## config.mk

```make
export PLATFORM = sky130hd
export DESIGN_NAME = lpr_rx_check
export DESIGN_NICKNAME = d
export VERILOG_FILES = /design/src/rtl/lpr_pkg.sv /design/src/rtl/lpr_crc_acc.sv /design/src/rtl/lpr_hdr_legal.sv /design/src/rtl/lpr_seq_track.sv /design/src/rtl/lpr_rx_check.sv
export SDC_FILE = /design/constraint.sdc
export NUM_CORES = 1
export LEC_CHECK = 0
export CAP_MARGIN = 20
export CELL_PAD_IN_SITES_DETAIL_PLACEMENT = 1
export CELL_PAD_IN_SITES_GLOBAL_PLACEMENT = 1
export CORE_ASPECT_RATIO = 0.5
export CORE_MARGIN = 4
export CORE_UTILIZATION = 30
export DETAILED_ROUTE_END_ITERATION = 7
export DONT_BUFFER_PORTS = 1
export PLACE_DENSITY_LB_ADDON = 0.3
export SLEW_MARGIN = 20
export SYNTH_ARGS = -nofsm -noshare
export SYNTH_HDL_FRONTEND = slang
export SYNTH_SLANG_ARGS = --single-unit
```

## constraint.sdc

```tcl
create_clock -name clk -period 5.8 [get_ports clk]
set_input_delay 0.58 -clock clk [delete_from_list [all_inputs] [get_ports clk]]
set_output_delay 0.58 -clock clk [all_outputs]
set_load 0.05 [all_outputs]
```

## src/rtl/lpr_pkg.sv

```systemverilog
package lpr_pkg;

    localparam int WORD_W = 32;
    localparam logic [WORD_W-1:0] CRC_POLY = 32'h04C1_1DB7;
    localparam logic [WORD_W-1:0] CRC_SEED = 32'hFFFF_FFFF;

    typedef enum logic [0:0] {
        ST_IDLE  = 1'b0,
        ST_FRAME = 1'b1
    } lpr_state_e;

    // Fold one word into a running CRC, most significant bit first.
    function automatic logic [WORD_W-1:0] crc_fold(
        input logic [WORD_W-1:0] crc_in,
        input logic [WORD_W-1:0] word
    );
        logic [WORD_W-1:0] c;
        logic fb;
        c = crc_in;
        for (int i = WORD_W - 1; i >= 0; i--) begin
            fb = c[WORD_W-1] ^ word[i];
            c  = {c[WORD_W-2:0], 1'b0};
            if (fb) c = c ^ CRC_POLY;
        end
        return c;
    endfunction

endpackage

```

## src/rtl/lpr_crc_acc.sv

```systemverilog
module lpr_crc_acc
    import lpr_pkg::*;
(
    input  logic              clk,
    input  logic              rst_n,
    input  logic              clear,
    input  logic              fold_en,
    input  logic [WORD_W-1:0] fold_word,
    output logic [WORD_W-1:0] peek_crc
);
    logic [WORD_W-1:0] acc_q;

    always_ff @(posedge clk or negedge rst_n) begin
        if (!rst_n)       acc_q <= CRC_SEED;
        else if (clear)   acc_q <= CRC_SEED;
        else if (fold_en) acc_q <= crc_fold(acc_q, fold_word);
    end

    // Value the accumulator would hold once fold_word is included.
    assign peek_crc = crc_fold(acc_q, fold_word);
endmodule

```

## src/rtl/lpr_hdr_legal.sv

```systemverilog
module lpr_hdr_legal (
    input  logic [2:0] fmt,
    input  logic [4:0] kind,
    output logic       legal
);
    logic kind_ok;

    always_comb begin
        unique case (kind) inside
            5'd0, 5'd2, 5'd10: kind_ok = 1'b1;
            [5'd16:5'd23]:     kind_ok = 1'b1;
            default:           kind_ok = 1'b0;
        endcase
        legal = !fmt[2] && kind_ok;
    end
endmodule

```

## src/rtl/lpr_seq_track.sv

```systemverilog
module lpr_seq_track #(
    parameter int SEQ_W = 12
) (
    input  logic             clk,
    input  logic             rst_n,
    input  logic             advance,
    output logic [SEQ_W-1:0] expect_seq,
    output logic [SEQ_W-1:0] last_good
);
    logic [SEQ_W-1:0] next_q;

    always_ff @(posedge clk or negedge rst_n) begin
        if (!rst_n)       next_q <= '0;
        else if (advance) next_q <= next_q + 1'b1;
    end

    assign expect_seq = next_q;
    assign last_good  = next_q - 1'b1;
endmodule

```

## src/rtl/lpr_rx_check.sv

```systemverilog
module lpr_rx_check
    import lpr_pkg::*;
#(
    parameter int SEQ_W = 12,
    parameter int LEN_W = 10
) (
    input  logic              clk,
    input  logic              rst_n,
    input  logic              in_valid,
    input  logic              in_sop,
    input  logic              in_eop,
    input  logic [WORD_W-1:0] in_data,
    output logic              pkt_good,
    output logic              pkt_bad,
    output logic              malformed,
    output logic              ecrc_err,
    output logic              ack_req,
    output logic              nack_req,
    output logic [SEQ_W-1:0]  ack_seq
);
    localparam int CNT_W = LEN_W + 2;
    localparam logic [CNT_W-1:0] CNT_CAP = {{(CNT_W-1){1'b1}}, 1'b0};
    localparam logic [CNT_W-1:0] MIN_WORDS = CNT_W'(3);

    lpr_state_e state_q, state_d;

    logic [CNT_W-1:0]  cnt_q, idx, nwords, payload, need;
    logic [WORD_W-1:0] prev1_q, prev2_q;
    logic [SEQ_W-1:0]  seq_q;
    logic [2:0]        fmt_q;
    logic [4:0]        kind_q;
    logic              dig_q;
    logic [LEN_W-1:0]  len_q;

    logic accept, first, last;
    logic runt, lcrc_ok, len_ok, hdr_ok, mal, ecrc_bad, in_order, advance;
    logic [WORD_W-1:0] lcrc_peek, ecrc_peek;
    logic [SEQ_W-1:0]  expect_seq, last_good;

    assign accept = in_valid && (in_sop || state_q == ST_FRAME);
    assign first  = in_valid && in_sop;
    assign last   = accept && in_eop;
    assign idx    = first ? '0 : cnt_q;
    assign nwords = idx + 1'b1;

    // ---------------- state register ----------------
    always_comb begin
        state_d = state_q;
        unique case (state_q)
            ST_IDLE:  if (first && !in_eop) state_d = ST_FRAME;   // open
            ST_FRAME: if (last)             state_d = ST_IDLE;    // close
                      else if (first)       state_d = ST_FRAME;   // restart
            default:  state_d = ST_IDLE;
        endcase
    end

    always_ff @(posedge clk or negedge rst_n) begin
        if (!rst_n) state_q <= ST_IDLE;
        else        state_q <= state_d;
    end

    // ---------------- frame capture ----------------
    always_ff @(posedge clk or negedge rst_n) begin
        if (!rst_n) begin
            cnt_q   <= '0;
            prev1_q <= '0;
            prev2_q <= '0;
            seq_q   <= '0;
            fmt_q   <= '0;
            kind_q  <= '0;
            dig_q   <= 1'b0;
            len_q   <= '0;
        end else if (accept) begin
            prev2_q <= prev1_q;
            prev1_q <= in_data;
            cnt_q   <= (nwords >= CNT_CAP) ? CNT_CAP : nwords;
            if (idx == CNT_W'(0)) seq_q <= in_data[SEQ_W-1:0];
            if (idx == CNT_W'(1)) begin
                fmt_q  <= in_data[31:29];
                kind_q <= in_data[28:24];
                dig_q  <= in_data[15];
                len_q  <= in_data[LEN_W-1:0];
            end
        end
    end

    lpr_crc_acc u_lcrc (
        .clk       (clk),
        .rst_n     (rst_n),
        .clear     (first),
        .fold_en   (accept && !first),
        .fold_word (prev1_q),
        .peek_crc  (lcrc_peek)
    );

    lpr_crc_acc u_ecrc (
        .clk       (clk),
        .rst_n     (rst_n),
        .clear     (first),
        .fold_en   (accept && !first && idx >= CNT_W'(3)),
        .fold_word (prev2_q),
        .peek_crc  (ecrc_peek)
    );

    lpr_hdr_legal u_legal (
        .fmt   (fmt_q),
        .kind  (kind_q),
        .legal (hdr_ok)
    );

    lpr_seq_track #(.SEQ_W(SEQ_W)) u_seq (
        .clk        (clk),
        .rst_n      (rst_n),
        .advance    (advance),
        .expect_seq (expect_seq),
        .last_good  (last_good)
    );

    // ---------------- end-of-frame verdict ----------------
    always_comb begin
        runt     = nwords < MIN_WORDS;
        lcrc_ok  = !runt && (in_data == lcrc_peek);
        need     = MIN_WORDS + CNT_W'(dig_q);
        payload  = nwords - need;
        len_ok   = (nwords >= need) && (payload == CNT_W'(len_q));
        mal      = !len_ok || !hdr_ok;
        ecrc_bad = dig_q && (nwords >= CNT_W'(4)) && (prev1_q != ecrc_peek);
        in_order = (seq_q == expect_seq);
        advance  = last && lcrc_ok && in_order;
    end

    // ---------------- output register ----------------
    always_ff @(posedge clk or negedge rst_n) begin
        if (!rst_n) begin
            pkt_good  <= 1'b0;
            pkt_bad   <= 1'b0;
            malformed <= 1'b0;
            ecrc_err  <= 1'b0;
            ack_req   <= 1'b0;
            nack_req  <= 1'b0;
            ack_seq   <= '0;
        end else begin
            pkt_good  <= 1'b0;
            pkt_bad   <= 1'b0;
            malformed <= 1'b0;
            ecrc_err  <= 1'b0;
            ack_req   <= 1'b0;
            nack_req  <= 1'b0;
            if (last) begin
                if (!lcrc_ok) begin
                    nack_req <= 1'b1;
                    pkt_bad  <= 1'b1;
                    ack_seq  <= last_good;
                end else if (!in_order) begin
                    pkt_bad  <= 1'b1;
                end else begin
                    ack_req   <= 1'b1;
                    ack_seq   <= seq_q;
                    malformed <= mal;
                    ecrc_err  <= ecrc_bad;
                    pkt_good  <= !mal && !ecrc_bad;
                end
            end
        end
    end
endmodule

```

== Yosys cells after proc, flatten, opt, wreduce, memory -nomap -nowiden ==
Cells that the tools add are included.
Widths: inputs -> output; s select.

* Flip-flop bits (word level): 202
* Bits of input ports: 37
* Output and inout port bits: 18
* Word-level logic and storage cells: 604

* Add/subtract/negate cells: 5
* $lt $le $gt $ge: 7
* Equality and inequality tests: 8
* Mux-type cells: 279
* Bitwise logic cells: 253
* Reduce and logical (&&, ||, !) cells: 33

{| class="wikitable"
|+ Operators by type and width
! kind !! number
|-
| $mux 32 || 128
|-
| $mux 27 || 126
|-
| $not 14->14 || 126
|-
| $xor 1x1->1 || 126
|-
| $mux 12 || 4
|-
| $eq 32x32->1 || 1
|-
| $ne 32x32->1 || 1
|-
| $add 12x1->12 const B || 2
|-
| $mux 1 || 20
|-
| $logic_and 1x1->1 || 15
|-
| $eq 12x1->1 const B || 1
|-
| $eq 12x10->1 || 1
|-
| $eq 12x12->1 || 1
|-
| $ge 12x12->1 const B || 1
|-
| $ge 12x2->1 const B || 1
|-
| $ge 12x3->1 || 1
|-
| $ge 12x3->1 const B || 1
|-
| $logic_not 12->1 || 1
|-
| $lt 12x2->1 const B || 1
|-
| $sub 12x1->12 const B || 1
|-
| $sub 12x3->12 || 1
|-
| $logic_not 1->1 || 8
|-
| $reduce_and 2->1 || 3
|-
| $eq 5x2->1 const B || 1
|-
| 11 further kinds || 13
|}

== Longest topological paths before layout ==
* Word-level depth: 130
* Depth in mapped cells: 21
* Gate-level depth less buffers: 18

== Hierarchy ==
Synthesis repeated with hierarchy kept, for this count alone.

* Cells, all modules: 1568
* Area, all modules: 16857.4 um^2

{| class="wikitable"
|+ Modules (own cells, without submodules)
! module !! instances !! cells each !! area each (um^2)
|-
| lpr_crc_acc || 2 || 391 || 4647.0
|-
| lpr_rx_check || 1 || 705 || 6761.5
|-
| lpr_seq_track || 1 || 78 || 773.2
|-
| lpr_hdr_legal || 1 || 3 || 28.8
|}

== Worst setup path after synthesis ==
OpenSTA, ideal clock, no wires.

* Kind: flip-flop to flip-flop
* Start point: reg u_lcrc.acc_q[29]
* End point: reg ack_seq[10]
* Arrival: 5.179 ns
* Slack: 0.531 ns
* Stages on the path, launching flop included: 15
* Path buffers: 1
* Period minus slack after synthesis: 5.269 ns
* Path through: dfstp_2 -> xor2_4 -> xor3_2 -> xnor2_1 -> xnor3_2 -> xor2_4 -> xor2_1 -> xnor3_1 -> xnor2_1 -> or4_4 -> nor4_4 -> nand4_2 -> buf_2 -> or3_1 -> o2111ai_1

* Longest elaborated chain between the ends: 45

{| class="wikitable"
|+ Ends and longest elaborated chain
! element !! line !! source
|-
| from (decl) || lpr_crc_acc.sv:11 || <nowiki>logic [WORD_W-1:0] acc_q;</nowiki>
|-
| from (signal assigned) || lpr_crc_acc.sv:16 || <nowiki>else if (fold_en) acc_q <= crc_fold(acc_q, fold_word);</nowiki>
|-
| $xor 1x1->1 (*) || lpr_pkg.sv:21 || <nowiki>fb = c[WORD_W-1] ^ word[i];</nowiki>
|-
| $mux 27 (*) || lpr_pkg.sv:23 || <nowiki>if (fb) c = c ^ CRC_POLY;</nowiki>
|-
| $not 14->14 (no source line) || n/a ||
|-
| $mux 27 || lpr_pkg.sv:23 ||
|-
| $not 14->14 (no source line) || n/a ||
|-
| $mux 27 (2 in series) || lpr_pkg.sv:23 ||
|-
| $not 14->14 (no source line) || n/a ||
|-
| $mux 27 || lpr_pkg.sv:23 ||
|-
| [... 26 more ...] || n/a ||
|-
| $not 14->14 (no source line) || n/a ||
|-
| $mux 27 (3 in series) || lpr_pkg.sv:23 ||
|-
| $not 14->14 (no source line) || n/a ||
|-
| $mux 27 || lpr_pkg.sv:23 ||
|-
| $eq 32x32->1 (*) || lpr_rx_check.sv:122 || <nowiki>lcrc_ok = !runt && (in_data == lcrc_peek);</nowiki>
|-
| $logic_and 1x1->1 (*) || lpr_rx_check.sv:122 ||
|-
| $ne 2x1->1 (no source line) || n/a ||
|-
| $reduce_and 2->1 (no source line) || n/a ||
|-
| to (signal assigned) || lpr_rx_check.sv:153 || <nowiki>ack_seq <= last_good;</nowiki>
|-
| to (signal assigned) || lpr_rx_check.sv:158 || <nowiki>ack_seq <= seq_q;</nowiki>
|-
| to (decl) || lpr_rx_check.sv:19 || <nowiki>output logic [SEQ_W-1:0] ack_seq</nowiki>
|}

Every way passes the cells marked *; elsewhere a longest branch is shown, timed or not.
A chain may end at the register's enable or synchronous reset.

== Worst setup path after layout ==
* Start point: reg u_lcrc.acc_q[31]
* End point: reg pkt_good

* Longest elaborated chain between the ends: 45

{| class="wikitable"
|+ Ends and longest elaborated chain
! element !! line !! source
|-
| $xor 1x1->1 (*) || lpr_pkg.sv:21 ||
|-
| $mux 27 (*) || lpr_pkg.sv:23 ||
|-
| $mux 27, or another cell as far along || lpr_pkg.sv:23 ||
|-
| $mux 27 / $not 14->14 (equally long branches) (2 in series) || n/a ||
|-
| $not 14->14 (no source line) / $mux 27 (equally long branches) || n/a ||
|-
| $mux 27, or another cell as far along || lpr_pkg.sv:23 ||
|-
| $mux 27 / $not 14->14 (equally long branches) || n/a ||
|-
| $mux 27, or another cell as far along || lpr_pkg.sv:23 ||
|-
| [... 28 more ...] || n/a ||
|-
| $not 14->14 (no source line), or another cell as far along || n/a ||
|-
| $mux 27 / $not 14->14 (equally long branches) || n/a ||
|-
| $not 14->14 (no source line), or another cell as far along || n/a ||
|-
| $mux 27 || lpr_pkg.sv:23 ||
|-
| $eq 32x32->1 (*) || lpr_rx_check.sv:122 ||
|-
| $logic_and 1x1->1 (*) || lpr_rx_check.sv:122 ||
|-
| $mux 1 (*) || lpr_rx_check.sv:150 || <nowiki>if (!lcrc_ok) begin</nowiki>
|-
| $mux 1 (*) || lpr_rx_check.sv:149 || <nowiki>if (last) begin</nowiki>
|-
| to (signal assigned) || lpr_rx_check.sv:161 || <nowiki>pkt_good <= !mal && !ecrc_bad;</nowiki>
|-
| to (decl) || lpr_rx_check.sv:13 || <nowiki>output logic pkt_good,</nowiki>
|}

Marks and branches as above.

==> run metrics <==
status=finished, final reports clean; vias in the first global route=12500; DR pass1 iterations=5; hold crit path type=in2async; top sig layer=met4; IO Port Bufs=0; cts bufs inserted=17; core area=55900 um^2; max frequency=179 MHz; HPWL after detailed placement=43700 um; Syn-to-layout area delta=11.9%; post-synthesis register bit count=200; GPL Wtd Cong=0.900; row count=61; Post-Layout Cell Count=2468; worst clock skew=21.4 ps; setup TNS=0 ps; clk slew on worst S/H paths=90 ps; first-pass GRT wire length=85600 um; WS Path Type=reg2reg; number of synthesized flops with an enable pin=0; Final period util=96.3%; relative slew slack=30.5%; clock latency on the worst-skew pair=470 ps; crit path cell chain=xnor2_4 -> xnor3_2 -> xnor2_2 -> xnor3_1 -> xnor3_1 -> xor2_1 -> xnor2_1 -> and3_1 -> o211ai_1 -> nor3_1 -> and4_1 -> nand2_1 -> buf_4 -> and3b_1; clock sinks=200; crit path DAT=5980 ps; Syn Inst Count=1666; Initial Util=30.6%; Synth area leader=dfrtp_1; Buf/Inv on CP=1; initial DRC count=771; Required @ worst endpoint=6190 ps; cell mode on critical path=xnor3_1; grt ovf=0; design area=19100 um^2; DR WL met2=26400 um; delay of the slowest critical-path stage=670 ps; Worst-Margin Slew=1040 ps; routed length on met3=2380 um; chip height=177 um; CTS tree=built; Mapped Area=17100 um^2; DR DRC count=0; clk root buf=clkbuf_16; # diodes=0; top cell type's share of synthesized area=19.9%; post-layout net count=1746; Synth async-reset ratio=100%; Vias=11900; Cells after DPL=2428; Ys Warns=0; CTS max path bufs=2; Post-Route M1 WL=27200 um; share of layout cells above drive strength 1=15.3%; CP Launch Type=register; full die area=61100 um^2; synthesized net count=1713; count of final hold-check violations=0; placed inst area=18400 um^2; die width=346 um; Slowest cell on crit path=xnor2_1; Max-cap violations=0; sequential fraction of the synthesis area=29.7%; H-Tree Depth=4; DRT Wirelength=57000 um; top_reg_cell synth=dfrtp_1; gr usage total=18.7%; count of cell types in the netlist=65; drt via density=4.84; routed len/inst=23.1 um; RSZ-0062 raised after global routing=false; Tmin final=5580 ps; Pins Over Slew Limit=0; main area contributors after synthesis=dfrtp_1 (20%), xnor2_1 (18%), xnor3_1 (14%), dfstp_2 (9.8%), xor2_1 (7.5%); Final ANT Viol Nets=0; initial antenna violation count=0; Crit Path Max Fanout=8; IO Count=55; CP delay by family, top=XOR/XNOR gates; Mapped Avg Cell Area=10.3 um^2; CP Capture Type=register; endpoints failing setup=0; largest net degree at the start of global routing=150
[layout by cell type (no fill, tap or decap), types with 17 or more instances in the layout]
cell,instances
a21oi_1,41
buf_4,79
clkbuf_16,17
dfrtp_1,136
dfstp_2,64
inv_1,18
mux2_2,29
nand2_1,297
nand3_1,31
nor2_1,75
nor2b_1,17
nor3_1,20
o21ai_0,45
xnor2_1,354
xnor2_2,21
xnor3_1,109
xor2_1,144
[flip-flops by register name (all words and copies together), names as in the netlist, 5 cells and up]
| register | count |
|---|---|
| ack_seq | 12 |
| cnt_q | 12 |
| kind_q | 5 |
| len_q | 10 |
| prev1_q | 32 |
| prev2_q | 32 |
| seq_q | 12 |
| u_ecrc.acc_q | 32 |
| u_lcrc.acc_q | 32 |
| u_seq.expect_seq | 12 |
[path summary, 6_finish.rpt]
| path | from | slack [ps] | depth (start not counted) | end |
|---|---|---|---|---|
| max | u_lcrc.acc_q[31]$_DFFE_PN1P_ | 220 | 14 | pkt_good$_DFF_PN0_ |
| min reg2reg | u_lcrc.acc_q[30]$_DFFE_PN1P_ | 480 | 2 | u_lcrc.acc_q[30]$_DFFE_PN1P_ |
| min | rst_n | 60 | 1 | len_q[8]$_DFFE_PN0P_ |
| max in group asynchronous | rst_n | 5010 | 1 | prev2_q[26]$_DFFE_PN0P_ |
| max reg2reg | u_lcrc.acc_q[31]$_DFFE_PN1P_ | 220 | 14 | pkt_good$_DFF_PN0_ |
| min in group clk | in_eop | 200 | 1 | state_q$_DFF_PN0_ |
[repair_timing]
action                                  CTS  global route
endpoints found under the hold margin   149             0
hold buffers                              2             0
endpoints found under the setup margin    0            12
setup buffers                             0             6
gates resized for setup                   0            10
[cell families (layout without fill, tap and decap cells)]
group / Yosys count / in the layout / synth area share, %
buf+inv: 87 / 133 / 2.00
mux: 36 / 36 / 2.33
fa+ha+maj: 10 / 10 / 0.775
compound gates: 152 / 152 / 5.76
simple gates: 519 / 519 / 13.4
flops: 200 / 200 / 29.7
xor+xnor: 662 / 662 / 46.0
[metal layers]
layer | vias to the layer above | track usage, %
li1 | 5591 | -
met1 | 6069 | 26.3
met2 | 236 | 30.7
met3 | 48 | 2.63
met4 | 0 | 4.33
met5 | - | 0
[through the flow]
step,hold WS (ps),worst slack (ps),utilization [%]
finish,57.7,216,34.2
global route,172,0.919,34.2
global placement,294,179,32.9
floorplan,284,531,-
detailed placement,292,183,32.9
CTS,158,117,34.0
[cells in the mapped netlist (all sizes together), types with 5 or more instances]
library cell  count
and3             11
a21oi            41
o21ai            46
nor3             20
xnor3           112
nor2             76
xor3             15
nor4             15
dfstp            64
mux2             30
nand4            12
buf              11
or3              12
nand3            31
mux2i             6
o2111ai          12
o22a             16
nand2b            5
xor2            154
nor2b            17
inv              18
o31ai             5
ha                9
a211oi            6
xnor2           381
nand2           297
clkbuf           58
dfrtp           136
and2             11
[cell type report]
class / instances / area (um^2)
fill: 6285 / 36800
multi-input combinational: 1379 / 11800
tap: 756 / 946
inverter: 18 / 67.6
clock inverter: 14 / 143
clock buffer: 18 / 429
timing repair buffer: 83 / 688
sequential: 200 / 5080
[worst reg2reg max path, cell delays in order, from the launching register on]
cell and delay (ps):
dfstp_2 610, xnor2_4 220, xnor3_2 540, xnor2_2 460
xnor3_1 620, xnor3_1 630, xor2_1 270, xnor2_1 670
and3_1 270, o211ai_1 180, nor3_1 200, and4_1 350
nand2_1 110, buf_4 180, and3b_1 210
Power is not shown: default switching activity piles up to over one toggle a cycle in this logic, so the estimate is an artifact.
